`config.mk`:
```
export PLATFORM = sky130hd
export DESIGN_NAME = bch4_fix_unit
export DESIGN_NICKNAME = d
export VERILOG_FILES = /design/src/rtl/bch4_fix_pkg.sv /design/src/rtl/bch4_code_packer.sv /design/src/rtl/bch4_code_unpacker.sv /design/src/rtl/bch4_err_mapper.sv /design/src/rtl/bch4_fix_unit.sv
export SDC_FILE = /design/constraint.sdc
export NUM_CORES = 1
export LEC_CHECK = 0
export ABC_AREA = 1
export ABC_CLOCK_PERIOD_IN_PS = 5800
export BUFFER_PORTS_ARGS = -buffer_cell sky130_fd_sc_hd__clkbuf_2
export CAP_MARGIN = 10
export CORE_AREA = 2 2 205 207
export CTS_BUF_LIST = sky130_fd_sc_hd__clkbuf_2 sky130_fd_sc_hd__clkbuf_4 sky130_fd_sc_hd__clkbuf_8
export DETAILED_ROUTE_END_ITERATION = 10
export DIE_AREA = 0 0 207 209
export MAX_ROUTING_LAYER = met4
export PLACE_DENSITY = 0.38
export SETUP_SLACK_MARGIN = 0.02
export SLEW_MARGIN = 20
export SYNTH_ARGS = -nofsm -noshare
export SYNTH_HDL_FRONTEND = slang
export SYNTH_SLANG_ARGS = --single-unit
```
`constraint.sdc`:
```
create_clock -name clk -period 5.8 [get_ports clk]
set_clock_uncertainty 0.15 [all_clocks]
set_input_delay 0.58 -clock clk [delete_from_list [all_inputs] [get_ports clk]]
set_output_delay 0.58 -clock clk [all_outputs]
set_load 0.01 [all_outputs]
```
`src/rtl/bch4_fix_pkg.sv`:
```
package bch4_fix_pkg;
  localparam int WORD_W   = 10;
  localparam int REG_W    = 32;
  localparam int HALF_OFS = 16;

  typedef enum logic [3:0] {
    SQ_IDLE,
    SQ_CHECK,
    SQ_LOAD,
    SQ_SETTLE,
    SQ_SYN,
    SQ_WAIT_GO,
    SQ_WAIT_END,
    SQ_FIX,
    SQ_DONE
  } seq_state_e;
endpackage

```
`src/rtl/bch4_code_packer.sv`:
```
module bch4_code_packer
  import bch4_fix_pkg::*;
#(
  parameter int NREG = 4
) (
  input  logic [NREG*REG_W-1:0]    par_regs,
  output logic [NREG*2*WORD_W-1:0] code
);
  localparam int NWORDS = NREG * 2;

  logic [NREG*REG_W-1:0] unused_par;
  assign unused_par = par_regs;

  // Word k sits in register k/2, lower or upper half.
  for (genvar k = 0; k < NWORDS; k++) begin : g_word
    assign code[k*WORD_W +: WORD_W] =
      par_regs[(k/2)*REG_W + (k%2)*HALF_OFS +: WORD_W];
  end
endmodule

```
`src/rtl/bch4_code_unpacker.sv`:
```
module bch4_code_unpacker
  import bch4_fix_pkg::*;
#(
  parameter int NWORDS = 8
) (
  input  logic [NWORDS*WORD_W-1:0] code,
  output logic [NWORDS*WORD_W-1:0] words,
  output logic                     erased
);
  localparam int CODE_BYTES = NWORDS * WORD_W / 8;
  localparam int GRP_BYTES  = 5;
  localparam int NGRP       = CODE_BYTES / GRP_BYTES;

  for (genvar g = 0; g < NGRP; g++) begin : g_grp
    logic [7:0] b0, b1, b2, b3, b4;
    assign b0 = code[(g*GRP_BYTES+0)*8 +: 8];
    assign b1 = code[(g*GRP_BYTES+1)*8 +: 8];
    assign b2 = code[(g*GRP_BYTES+2)*8 +: 8];
    assign b3 = code[(g*GRP_BYTES+3)*8 +: 8];
    assign b4 = code[(g*GRP_BYTES+4)*8 +: 8];
    assign words[(g*4+0)*WORD_W +: WORD_W] = {b1[1:0], b0};
    assign words[(g*4+1)*WORD_W +: WORD_W] = {b2[3:0], b1[7:2]};
    assign words[(g*4+2)*WORD_W +: WORD_W] = {b3[5:0], b2[7:4]};
    assign words[(g*4+3)*WORD_W +: WORD_W] = {b4, b3[7:6]};
  end

  assign erased = &code;
endmodule

```
`src/rtl/bch4_err_mapper.sv`:
```
module bch4_err_mapper
  import bch4_fix_pkg::*;
#(
  parameter int SECT_BYTES = 512,
  parameter int IDX_W      = $clog2(SECT_BYTES)
) (
  input  logic [WORD_W-1:0] addr,
  output logic [IDX_W-1:0]  idx,
  output logic              hit
);
  localparam int MIRROR = SECT_BYTES + 7;
  localparam int DIFF_W = WORD_W + 2;

  logic [DIFF_W-1:0] diff;

  assign diff = DIFF_W'(MIRROR) - {2'b00, addr};
  assign hit  = (diff[DIFF_W-1:IDX_W] == '0);
  assign idx  = diff[IDX_W-1:0];
endmodule

```
`src/rtl/bch4_fix_unit.sv`:
```
module bch4_fix_unit
  import bch4_fix_pkg::*;
#(
  parameter int NREG       = 4,
  parameter int SECT_BYTES = 512,
  parameter int TMO_CYCLES = 10240,
  parameter int IDX_W      = $clog2(SECT_BYTES),
  parameter int NWORDS     = NREG * 2,
  parameter int CODE_W     = NWORDS * WORD_W
) (
  input  logic                  clk,
  input  logic                  rst_n,
  input  logic [NREG*REG_W-1:0] wr_par,
  output logic [CODE_W-1:0]     wr_code,
  input  logic                  rd_start,
  input  logic [CODE_W-1:0]     rd_code,
  output logic                  ld_valid,
  output logic [WORD_W-1:0]     ld_word,
  input  logic [4*WORD_W-1:0]   eng_syn,
  output logic                  calc_start,
  input  logic [REG_W-1:0]      eng_stat,
  input  logic [2*REG_W-1:0]    err_addr,
  input  logic [2*REG_W-1:0]    err_val,
  output logic                  fix_valid,
  output logic [IDX_W-1:0]      fix_idx,
  output logic [7:0]            fix_mask,
  output logic                  done,
  output logic                  done_erased,
  output logic                  done_uncorr,
  output logic                  done_timeout,
  output logic [2:0]            done_count
);
  localparam int CNT_W = $clog2(NWORDS);
  localparam int TMO_W = $clog2(TMO_CYCLES + 1);

  seq_state_e         st_q, st_n;
  logic [CODE_W-1:0]  code_q;
  logic               code_en;
  logic [CNT_W-1:0]   cnt_q, cnt_n;
  logic [TMO_W-1:0]   tmo_q, tmo_n;
  logic [1:0]         eidx_q, eidx_n, nerr_q, nerr_n;
  logic [2:0]         app_q, app_n;
  logic               er_q, er_n, uc_q, uc_n, to_q, to_n;

  logic [CODE_W-1:0]  words;
  logic               erased;
  logic [3:0]         cstate;
  logic               busy;
  logic [REG_W-1:0]   areg, vreg;
  logic [WORD_W-1:0]  cur_addr;
  logic [IDX_W-1:0]   cur_idx;
  logic               cur_hit;
  logic [REG_W-1:0]   unused_stat;

  assign unused_stat = eng_stat;

  bch4_code_packer #(.NREG(NREG)) u_pack (
    .par_regs (wr_par),
    .code     (wr_code)
  );

  bch4_code_unpacker #(.NWORDS(NWORDS)) u_unpack (
    .code   (code_q),
    .words  (words),
    .erased (erased)
  );

  assign areg     = eidx_q[1] ? err_addr[2*REG_W-1:REG_W] : err_addr[REG_W-1:0];
  assign vreg     = eidx_q[1] ? err_val[2*REG_W-1:REG_W]  : err_val[REG_W-1:0];
  assign cur_addr = eidx_q[0] ? areg[HALF_OFS +: WORD_W] : areg[WORD_W-1:0];

  bch4_err_mapper #(.SECT_BYTES(SECT_BYTES), .IDX_W(IDX_W)) u_map (
    .addr (cur_addr),
    .idx  (cur_idx),
    .hit  (cur_hit)
  );

  assign cstate = eng_stat[11:8];
  assign busy   = (cstate > 4'd3);

  always_comb begin
    st_n    = st_q;
    cnt_n   = cnt_q;
    tmo_n   = tmo_q;
    eidx_n  = eidx_q;
    nerr_n  = nerr_q;
    app_n   = app_q;
    er_n    = er_q;
    uc_n    = uc_q;
    to_n    = to_q;
    code_en = 1'b0;
    unique case (st_q)
      SQ_IDLE: if (rd_start) begin
        code_en = 1'b1;
        er_n = 1'b0; uc_n = 1'b0; to_n = 1'b0; app_n = '0;
        st_n = SQ_CHECK;
      end
      SQ_CHECK: if (erased) begin
        er_n = 1'b1;
        st_n = SQ_DONE;
      end else begin
        cnt_n = CNT_W'(NWORDS - 1);
        st_n  = SQ_LOAD;
      end
      SQ_LOAD: if (cnt_q == '0) st_n = SQ_SETTLE;
               else cnt_n = cnt_q - 1'b1;
      SQ_SETTLE: st_n = SQ_SYN;
      SQ_SYN: if (eng_syn == '0) st_n = SQ_DONE;
              else begin
                tmo_n = '0;
                st_n  = SQ_WAIT_GO;
              end
      SQ_WAIT_GO: if (busy) begin
        tmo_n = '0;
        st_n  = SQ_WAIT_END;
      end else if (tmo_q == TMO_W'(TMO_CYCLES - 1)) begin
        to_n = 1'b1;
        st_n = SQ_DONE;
      end else tmo_n = tmo_q + 1'b1;
      SQ_WAIT_END: if (!busy) begin
        if (cstate == 4'd0) st_n = SQ_DONE;
        else if (cstate == 4'd1) begin
          uc_n = 1'b1;
          st_n = SQ_DONE;
        end else begin
          nerr_n = eng_stat[17:16];
          eidx_n = '0;
          st_n   = SQ_FIX;
        end
      end else if (tmo_q == TMO_W'(TMO_CYCLES - 1)) begin
        to_n = 1'b1;
        st_n = SQ_DONE;
      end else tmo_n = tmo_q + 1'b1;
      SQ_FIX: begin
        if (cur_hit) app_n = app_q + 1'b1;
        if (eidx_q == nerr_q) st_n = SQ_DONE;
        else eidx_n = eidx_q + 1'b1;
      end
      SQ_DONE: st_n = SQ_IDLE;
      default: st_n = SQ_IDLE;
    endcase
  end

  always_ff @(posedge clk or negedge rst_n) begin
    if (!rst_n) begin
      st_q   <= SQ_IDLE;
      code_q <= '0;
      cnt_q  <= '0;
      tmo_q  <= '0;
      eidx_q <= '0;
      nerr_q <= '0;
      app_q  <= '0;
      er_q   <= 1'b0;
      uc_q   <= 1'b0;
      to_q   <= 1'b0;
    end else begin
      st_q   <= st_n;
      if (code_en) code_q <= rd_code;
      cnt_q  <= cnt_n;
      tmo_q  <= tmo_n;
      eidx_q <= eidx_n;
      nerr_q <= nerr_n;
      app_q  <= app_n;
      er_q   <= er_n;
      uc_q   <= uc_n;
      to_q   <= to_n;
    end
  end

  assign ld_valid     = (st_q == SQ_LOAD);
  assign ld_word      = words[int'(cnt_q)*WORD_W +: WORD_W];
  assign calc_start   = (st_q == SQ_SYN) && (eng_syn != '0);
  assign fix_valid    = (st_q == SQ_FIX) && cur_hit;
  assign fix_idx      = cur_idx;
  assign fix_mask     = eidx_q[0] ? vreg[HALF_OFS +: 8] : vreg[7:0];
  assign done         = (st_q == SQ_DONE);
  assign done_erased  = done & er_q;
  assign done_uncorr  = done & uc_q;
  assign done_timeout = done & to_q;
  assign done_count   = done ? app_q : 3'd0;

  assert_strobes_exclusive_R11: assert property (@(posedge clk) disable iff (!rst_n)
    $onehot0({ld_valid, calc_start, fix_valid, done}));

  assert_calc_single_R6: assert property (@(posedge clk) disable iff (!rst_n)
    calc_start |=> !calc_start);

  assert_load_burst_R4: assert property (@(posedge clk) disable iff (!rst_n)
    $rose(ld_valid) |=> ld_valid);

  assert_erased_quiet_R3: assert property (@(posedge clk) disable iff (!rst_n)
    (done && done_erased) |-> (done_count == 3'd0 && !done_timeout && !done_uncorr));

  assert_wait_bound_R10: assert property (@(posedge clk) disable iff (!rst_n)
    tmo_q < TMO_W'(TMO_CYCLES));

  assert_fix_limit_R9: assert property (@(posedge clk) disable iff (!rst_n)
    done |-> done_count <= 3'd4);
endmodule

```
==> qor.txt, run 1 <==
CP max-delay cell: dfrtp_1
Number of iterations in the first detailed-routing pass: 5
Syn Nets: 1509
Maximum clock rate: 0.2754 GHz
IO Pins: 528
Largest net degree at the start of global routing: 93
DR vias/cell: 4.160
Post-layout util: 21.29%
Sequential area share after synthesis: 37.04%
Power consumption: 3.889 mW
First-pass GRT wire length: 42360 um
Initial antenna violation count: 0
Max VDD drop: 145.9 uV
Reg2reg end: code_q[57]
Top cell type's share of synthesized area: 37.04%
Flop-to-flop setup slack: 2.90 ns
Gr ovfl total: 0
Slew Limit Headroom: 43.19%
PwrDens: 442.3 mW/mm2
Run status: finished, final reports clean
Placed inst area: 0.008556 mm2
Max Buffers Root-to-Sink: 2
Yosys warning count: 0
Worst Path Max Fanout: 24
Sinks on the clock net: 111
Critical path's largest stage delay: 0.78 ns
Reg clk slew, reported paths: 0.13 ns
# DRC: 0
Detailed Route WL: 27270 um
Crit path kind: reg -> out
Post-Synthesis Cells: 1093
Final instance area: 0.008792 mm2
Die area: 0.04326 mm2
Num CTS Buffers: 9
Min Tclk post-route: 3.631 ns
DR iter-0 viols: 363
Slew Limit Fails: 0
Post-detail-place hpwl: 21370 um
Cell chain of the critical path: inv_2, nor2_1, o21ai_2, nand2_2, inv_1, ha_1, nand2_1, nor2_1, a21oi_1, nand2_2, inv_1, clkbuf_2
Vias in the first global route: 7452
Share of cells above drive strength 1: 24.08%
Worst Slack Setup Final: 2.169 ns
Fin Setup TNS: 0 ns
# setup viols final: 0
Drt wl/cell: 15.43 um
DIE HEIGHT: 209 um
Startpoint Class: register
CP Data Arrival Time: 2.90 ns
N_diodes: 0
Non-filler instance count after layout: 1768
Yosys top cell by area: dfrtp_1
Crit Reg-Reg Startpoint: st_q[3]
Worst setup EP type: primary output
Distinct cells, synth: 35
Buf+Inv Stages, Crit Path: 4
Worst Path Required: 5.07 ns
GR Util All Layers: 12.92%
Unrepaired setup endpoints after global routing: no
Antenna Nets Post-Route: 0
Htree depth: 3
Worst-skew pair later-pin latency: 0.41 ns
NumNets Final: 1640
Placed cells: 1750
Final period utilization: 62.61%
WHS: 0.2126 ns
Lkg Pwr: 4.374 nW
Cells on worst reg2reg path: 9
Rows: 75
Slew @ Worst Pin: 0.8522 ns
Synth Register Bits: 111
Fin. Hold Viols: 0
CTS tree: yes
Die W: 207 um
Worst slack, placed: 2.553 ns
Core area: 0.04129 mm2
MaxCap Viol Count: 0
Hold Crit Start: rd_code[33]
Hold Path Class: in -> reg
Syn Area/Cell: 6.860 um2
Number of I/O port buffers: 237
Post-synth design cell area: 0.007498 mm2
Via count: 7354
Root Driver: clkbuf_8
WHS Endpoint: code_q[33]
Initial Utilization: 18.16%
Delay-heaviest family, CP: flip-flops
Top cells by area, synth: dfrtp_1 37%, nand2_1 17%, buf_4 9.1%, o21ai_0 7.0%, inv_1 5.3%
Synth-to-layout area growth: 17.25%
Gpl congestion: 0.8147
Hold depth: 3
-- routing by layer --
| metal | global-route usage (%) | routed length (um) | part of all wire (%) |
|---|---|---|---|
| met4 | 2.537 | 301 | 1.1 |
| met1 | 15.82 | 12050 | 44 |
| met2 | 20.99 | 12850 | 47 |
| met3 | 4.043 | 2073 | 7.6 |
| met5 | - | 0 | 0 |
-- sequential cells by signal, summed over array words and instances, names as in the netlist --
| name | flops |
|---|---|
| nerr_q | 2 |
| er_q | 1 |
| st_q | 4 |
| to_q | 1 |
| cnt_q | 3 |
| uc_q | 1 |
| eidx_q | 2 |
| app_q | 3 |
| tmo_q | 14 |
| code_q | 80 |
-- placed cells by master, fill, tap and decap left out, types with 2 or more instances in the layout --
cell type | netlist | routed
xor2_1 | 8 | 8
a31oi_1 | 12 | 12
xnor2_1 | 4 | 4
o22ai_1 | 9 | 9
nor3_1 | 20 | 20
a21oi_1 | 42 | 42
a221oi_1 | 10 | 10
nand2_1 | 335 | 335
ha_1 | 5 | 5
mux2_2 | 2 | 2
clkbuf_2 | 0 | 236
nand2_2 | 10 | 10
buf_4 | 91 | 8
inv_2 | 9 | 9
a32o_1 | 3 | 3
nand3_1 | 43 | 43
inv_1 | 105 | 105
clkbuf_8 | 0 | 10
nand4_1 | 8 | 8
o21ai_1 | 10 | 10
dfrtp_1 | 111 | 111
nor2_4 | 2 | 3
clkinv_4 | 0 | 2
nor2_1 | 97 | 97
o21ai_2 | 5 | 5
nor2_2 | 4 | 3
o21ai_0 | 105 | 105
-- timing repair --
item                      4_1_cts  5_1_grt
hold endpoints to repair        0       29
buffers inserted                0        0
hold buffers                    0        1
gates resized for setup         0        0
-- worst register-to-register path: stages, from the launching register on --
cell and delay [ns]:
dfrtp_1 0.42, nor2_1 0.18, inv_1 0.10, nor2_1 0.26, inv_2 0.09, nor2_4 0.10
buf_4 0.39, buf_4 0.71, nand2_1 0.30, o21ai_0 0.12
-- cells by family (layout without fill, tap and decap cells) --
kind of cell,Yosys count,count (layout),share of synthesized area [%]
AND/OR/NAND/NOR,522,522,28.30
buffers and inverters,242,378,17.35
AO/OA/AOI/OAI,199,199,14.77
flip-flops,111,111,37.04
XOR/XNOR,12,12,1.402
adder cells (fa/ha/maj),5,5,0.8343
multiplexers,2,2,0.3003
-- synth_stat cells, drive strengths merged --
cell type,n
a21oi,42
a221oi,10
a31oi,12
a32o,3
buf,105
clkbuf,21
clkinv,1
dfrtp,111
ha,5
inv,115
mux2,2
nand2,346
nand3,43
nand3b,1
nand4,8
nor2,103
nor3,20
o211ai,2
o21ai,120
o22ai,9
o32ai,1
or2,1
xnor2,4
xor2,8
-- report_power, final --
part / internal (mW) / total [mW] / switching [mW]
clock: 0.178 / 0.494 / 0.316
combinational: 0.682 / 2.11 / 1.42
sequential: 1.08 / 1.29 / 0.206
-- worst max path at each step --
stage | startpoint | endpoint | slack (ns) | depth (start not counted)
finish | eidx_q[0] | fix_valid | 2.17 | 12
global route | eidx_q[0] | fix_valid | 1.90 | 12
CTS | eidx_q[0] | fix_valid | 2.07 | 12
detailed placement | eidx_q[0] | fix_valid | 2.55 | 12
global placement | eidx_q[0] | fix_valid | 2.58 | 12
floorplan | eidx_q[0] | fix_valid | 3.42 | 12
-- area by class of cell --
class | count | area [um2]
Multi-Input combinational cell | 740 | 3425
Tap cell | 539 | 674.4
Clock inverter | 6 | 61.31
Fill cell | 4774 | 32500
Clock buffer | 10 | 137.6
Sequential cell | 111 | 2778
Inverter | 116 | 437.9
Timing Repair Buffer | 246 | 1279
Note: power is estimated with default switching activity, not from simulation.
==> run 2: changes to the inputs <==
ABC_CLOCK_PERIOD_IN_PS = 3800   (was 5800)
CORE_AREA = 2 2 203 205   (was 2 2 205 207)
DIE_AREA = 0 0 205 207   (was 0 0 207 209)
PLACE_DENSITY = 0.39   (was 0.38)
clock period = 3.8 ns   (was 5.8 ns; I/O delays follow)
==> qor.txt, run 2 (synthesis gave the netlist of run 1 again) <==
Largest net degree at the start of global routing: 63 (was 93)
# DRC: 0 (unchanged)
DR vias/cell: 4.112 (was 4.160)
Initial antenna violation count: 0 (unchanged)
Worst-skew pair later-pin latency: 0.41 ns (about the same)
Met2 routed WL: 12830 um (was 12850 um)
Worst slack, placed: 1.015 ns (was 2.553 ns)
Gr ovfl total: 0 (unchanged)
Die W: 205 um (was 207 um)
Max VDD drop: 290.5 uV (was 145.9 uV)
GR Util All Layers: 12.83% (was 12.92%)
NumNets Final: 1652 (was 1640)
Core area: 0.04037 mm2 (was 0.04129 mm2)
Vias in the first global route: 7280 (was 7452)
DIE HEIGHT: 207 um (was 209 um)
Run status: finished, final reports clean (unchanged)
Highest Signal Layer: met4 (unchanged)
Largest regs: code_q (80), tmo_q (14), st_q (4) (unchanged)
Met1 Routed Length: 11670 um (was 12050 um)
IO Pins: 528 (unchanged)
Unrepaired setup endpoints after global routing: no (unchanged)
Initial Utilization: 18.57% (was 18.16%)
Worst setup EP type: primary output (unchanged)
Crit path kind: reg -> out (unchanged)
Detailed Route WL: 26790 um (was 27270 um)
Startpoint Class: register (unchanged)
MaxCap Viol Count: 0 (unchanged)
Num CTS Buffers: 9 (unchanged)
Max reg flops: 80 (unchanged)
Sinks on the clock net: 111 (unchanged)
Fin. Hold Viols: 0 (unchanged)
First-pass GRT wire length: 40960 um (was 42360 um)
DR iter-0 viols: 330 (was 363)
Antenna Nets Post-Route: 0 (unchanged)
Worst Path Max Fanout: 24 (unchanged)
Post-detail-place hpwl: 21200 um (was 21370 um)
N_diodes: 0 (unchanged)
Lkg Pwr: 4.427 nW (was 4.374 nW)
Rows: 74 (was 75)
Commonest cells after routing, fill and taps aside: 335 x nand2_1, 236 x clkbuf_2, 111 x dfrtp_1 (unchanged)
Synth-to-layout area growth: 18.86% (was 17.25%)
Slew Limit Headroom: 42.02% (was 43.19%)
Max Buffers Root-to-Sink: 2 (unchanged)
Root Driver: clkbuf_8 (unchanged)
# setup viols final: 0 (unchanged)
Slew @ Worst Pin: 0.8697 ns (was 0.8522 ns)
Die area: 0.04244 mm2 (was 0.04326 mm2)
CP Data Arrival Time: 2.74 ns (was 2.90 ns)
Post-layout util: 22.08% (was 21.29%)
Share of cells above drive strength 1: 24.09% (was 24.08%)
Fin Setup TNS: 0 ns (unchanged)
Htree depth: 3 (unchanged)
Drt wl/cell: 15.11 um (was 15.43 um)
Largest Register: code_q (unchanged)
Final period utilization: 86.06%
CTS tree: yes (unchanged)
Via count: 7291 (was 7354)
Number of iterations in the first detailed-routing pass: 4 (was 5)
DR WL met3: 2086 um (was 2073 um)
PwrDens: 670.5 mW/mm2 (was 442.3 mW/mm2)
Worst Path Required: 3.27 ns (was 5.07 ns)
Min Tclk post-route: 3.270 ns
Maximum clock rate: 0.3058 GHz
Hold Path Class: in -> reg (unchanged)
Reg clk slew, reported paths: 0.13 ns (about the same)
Slew Limit Fails: 0 (unchanged)
Number of I/O port buffers: 237 (unchanged)
Most common cell after layout, fill and taps aside: nand2_1 (unchanged)
Gpl congestion: 0.8470 (was 0.8147)
Worst Slack Setup Final: 0.5297 ns (was 2.169 ns)
## run 2: critical path, stage by stage (launching register included)
cell and delay [ns]:
dfrtp_1 0.79, inv_1 0.56, a21oi_1 0.24, o21ai_0 0.17
a31oi_1 0.37, clkbuf_2 0.20
## run 2: power by group
part	switching, mW	total [mW]	internal, mW
Clock	0.491	0.764	0.273
Combinational	2.19	3.27	1.08
Sequential	0.293	1.95	1.65
## run 2: layout make-up
class | instances | area [um2]
clock buffers | 10 | 137.6
clock inverters | 6 | 60.06
fillers | 4677 | 31460
inverters | 116 | 437.9
multi-input cells | 740 | 3425
flip-flops and latches | 111 | 2778
well taps | 532 | 665.6
repair buffers | 258 | 1409
## run 2: final timing paths
path / slack, ns / cells past startpoint / startpoint / endpoint
max: 0.53 / 5 / cnt_q[1] / ld_word[3]
min: 0.03 / 3 / rd_code[59] / code_q[59]
max reg2reg: 1.15 / 9 / st_q[2] / app_q[0]
min reg2reg: 0.34 / 2 / er_q / er_q
max in group asynchronous: 2.23 / 3 / rst_n / tmo_q[11]
min in group asynchronous: 0.46 / 2 / rst_n / code_q[78]
## run 2: metrics by stage
stage / std cells / hold WS (ns) / power [mW] / instance area [um2]
detailed placement: 1747 / 0.3215 / 5.296 / 8615
floorplan: 1093 / -0.06559 / 4.198 / 7498
CTS: 1773 / 0.001560 / 6.100 / 8912
global placement: 1747 / 0.3224 / 5.271 / 8615
global route: 1773 / 0.01098 / 6.567 / 8912
finish: 1773 / 0.02751 / 5.975 / 8912
## run 2: what timing repair did
action | in CTS | in global routing
hold buffers | 10 | 0
gates resized for setup | 0 | 0
setup buffers | 0 | 0
hold endpoints to repair | 70 | 0
## run 2: layer usage
metal	GRT usage (%)	vias to the layer above
li1	-	3695
met1	15.69	3322
met2	21.35	256
met3	3.446	18
met4	2.158	0
met5	-	-
==> run 3: changes to the inputs <==
CELL_PAD_IN_SITES_DETAIL_PLACEMENT = 1   (was unset)
CELL_PAD_IN_SITES_GLOBAL_PLACEMENT = 1   (was unset)
CORE_AREA = 2 2 205 207   (was 2 2 203 205)
DIE_AREA = 0 0 207 209   (was 0 0 205 207)
PLACE_DENSITY = 0.55   (was 0.39)
==> qor.txt, run 3 (synthesis gave the netlist of run 1 again) <==
DR iter-0 viols: 324 (was 330)
Largest regs: code_q (80), tmo_q (14), st_q (4) (unchanged)
DIE HEIGHT: 209 um (was 207 um)
Flop-to-flop setup slack: 1.34 ns (was 1.15 ns)
Post-detail-place hpwl: 22330 um (was 21200 um)
Max VDD drop: 191.9 uV (was 290.5 uV)
Switching share of power: 49.67% (was 49.71%)
Commonest cells after routing, fill and taps aside: 335 x nand2_1, 236 x clkbuf_2, 111 x dfrtp_1 (unchanged)
CP Data Arrival Time: 2.58 ns (was 2.74 ns)
# setup viols final: 0 (unchanged)
# DRC: 0 (unchanged)
Initial antenna violation count: 0 (unchanged)
Crit Reg-Reg Startpoint: tmo_q[0] (was st_q[2])
CTS tree: yes (unchanged)
Reg power frac: 31.7% (was 32.6%)
Worst Path Max Fanout: 35 (was 24)
First-pass GRT wire length: 44380 um (was 40960 um)
Hold Path Class: in -> reg (unchanged)
Vias in the first global route: 7729 (was 7280)
Largest net degree at the start of global routing: 106 (was 63)
Number of I/O port buffers: 237 (unchanged)
Post CTS Setup Buffer Count: 0 (unchanged)
Crit path kind: reg -> out (unchanged)
Detailed Route WL: 28440 um (was 26790 um)
Gate power share: 54.8% (was 54.6%)
Reg2reg end: tmo_q[1] (was app_q[0])
Sinks on the clock net: 111 (unchanged)
MaxCap Viol Count: 0 (unchanged)
Largest Register: code_q (unchanged)
PwrDens: 675.8 mW/mm2 (was 670.5 mW/mm2)
Maximum clock rate: 0.3216 GHz (was 0.3058 GHz)
Worst setup EP type: primary output (unchanged)
Clock network power share: 13.5% (was 12.8%)
Htree depth: 3 (unchanged)
Via count: 7363 (was 7291)
Initial Utilization: 18.16% (was 18.57%)
Gr ovfl total: 0 (unchanged)
Internal power: 3.043 mW (was 3.005 mW)
End point of the critical path: fix_valid (was ld_word[3])
Die area: 0.04326 mm2 (was 0.04244 mm2)
Critical path's largest stage delay: 0.44 ns (was 0.79 ns)
Worst setup path startpoint: eidx_q[1] (was cnt_q[1])
Die W: 207 um (was 205 um)
Core area: 0.04129 mm2 (was 0.04037 mm2)
Share of cells above drive strength 1: 23.89% (was 24.09%)
Gpl congestion: 0.8252 (was 0.8470)
N_diodes: 0 (unchanged)
Drt wl/cell: 15.96 um (was 15.11 um)
Unrepaired setup endpoints after global routing: no (unchanged)
Startpoint Class: register (unchanged)
Reg clk slew, reported paths: 0.14 ns (was 0.13 ns)
Hold depth: 3 (unchanged)
IO Pins: 528 (unchanged)
Slew @ Worst Pin: 0.7954 ns (was 0.8697 ns)
Run status: finished, final reports clean (unchanged)
CP max-delay cell: dfrtp_1 (unchanged)
Rows: 75 (was 74)
DR vias/cell: 4.132 (was 4.112)
Max reg flops: 80 (unchanged)
Cell mode on critical path: nor2_1
GR Util All Layers: 13.56% (was 12.83%)
NumNets Final: 1654 (was 1652)
WHS: 0.02894 ns (was 0.02751 ns)
Root Driver: clkbuf_8 (unchanged)
Slew Limit Fails: 0 (unchanged)
Worst Path Required: 3.27 ns (about the same)
Fin. Hold Viols: 0 (unchanged)
Slew Limit Headroom: 46.91% (was 42.02%)
Synth-to-layout area growth: 19.34% (was 18.86%)
Cell chain of the critical path: buf_4, nor2_1, nor2_1, o21ai_2, nand2_2, inv_1, ha_1, nand2_1, nor2_1, a21oi_1, nand2_2, inv_1, clkbuf_2 (was inv_1, a21oi_1, o21ai_0, a31oi_1, clkbuf_2)
Lkg Pwr: 4.445 nW (was 4.427 nW)
Cells on worst reg2reg path: 10 (was 9)
Number of iterations in the first detailed-routing pass: 4 (unchanged)
Antenna Nets Post-Route: 0 (unchanged)
Final period utilization: 81.82% (was 86.06%)
Fin Setup TNS: 0 ns (unchanged)
Num CTS Buffers: 9 (unchanged)
Worst-skew pair later-pin latency: 0.42 ns (was 0.41 ns)
Max Buffers Root-to-Sink: 2 (unchanged)
Min Tclk post-route: 3.109 ns (was 3.270 ns)
Switching pwr: 3.004 mW (was 2.970 mW)
Most common cell after layout, fill and taps aside: nand2_1 (unchanged)
run 3: area by class of cell:
type,count,area (um2)
inverter,116,437.9
sequential,111,2778
clock buffer,9,123.9
multi-input combinational,740,3425
fill,5196,32340
timing repair buffer,260,1421
clock inverter,7,88.84
tap,539,674.4
run 3: power by group through the flow:
stage	registers, mW	logic [mW]	clock network (mW)
final	1.92	3.32	0.814
after floorplan	1.86	2.33	0
after detailed placement	1.95	3.37	0
after CTS	1.92	3.39	0.868
after global routing	1.98	3.77	0.900
after global placement	1.93	3.32	0
run 3: stage by stage:
| stage | instances | instance area (um2) | utilization [%] | setup slack (ns) | power (mW) |
|---|---|---|---|---|---|
| 2_1_floorplan | 1093 | 7498 | - | 1.625 | 4.198 |
| 3_3_place_gp | 1752 | 8596 | 20.82 | 1.102 | 5.254 |
| 5_1_grt | 1782 | 8949 | 21.67 | 0.4431 | 6.647 |
| 4_1_cts | 1781 | 8939 | 21.65 | 0.6197 | 6.186 |
| 6_report | 1782 | 8949 | 21.67 | 0.6907 | 6.047 |
| 3_5_place_dp | 1752 | 8596 | 20.82 | 1.079 | 5.316 |
run 3: per-layer routing:
layer	GRT usage (%)	wire, um	up-vias
li1	-	-	3683
met1	16.85	12580	3424
met2	22.08	13460	236
met3	3.983	2150	20
met4	2.291	242	0
met5	-	0	-
run 3: critical path: cells and delay by family (launching register included):
family	cells	cell delay, ns
compound gates	2	0.24
flops	1	0.44
buf+inv	4	0.63
simple gates	6	0.65
fa+ha+maj	1	0.21
run 3: what timing repair did:
action | 4_1_cts | 5_1_grt
hold buffers | 13 | 1
endpoints found under the hold margin | 59 | 1
setup endpoints to repair | 0 | 0
gates resized for setup | 0 | 0
run 3: worst min path at each step:
stage	slack [ns]	endpoint	startpoint
5_1_grt	0.009	code_q[43]	rd_code[43]
6_report	0.03	code_q[41]	rd_code[41]
3_5_place_dp	0.31	code_q[78]	rst_n
3_3_place_gp	0.31	code_q[66]	rst_n
4_1_cts	0.0003	code_q[24]	rd_code[24]
2_1_floorplan	-0.07	app_q[0]	rst_n
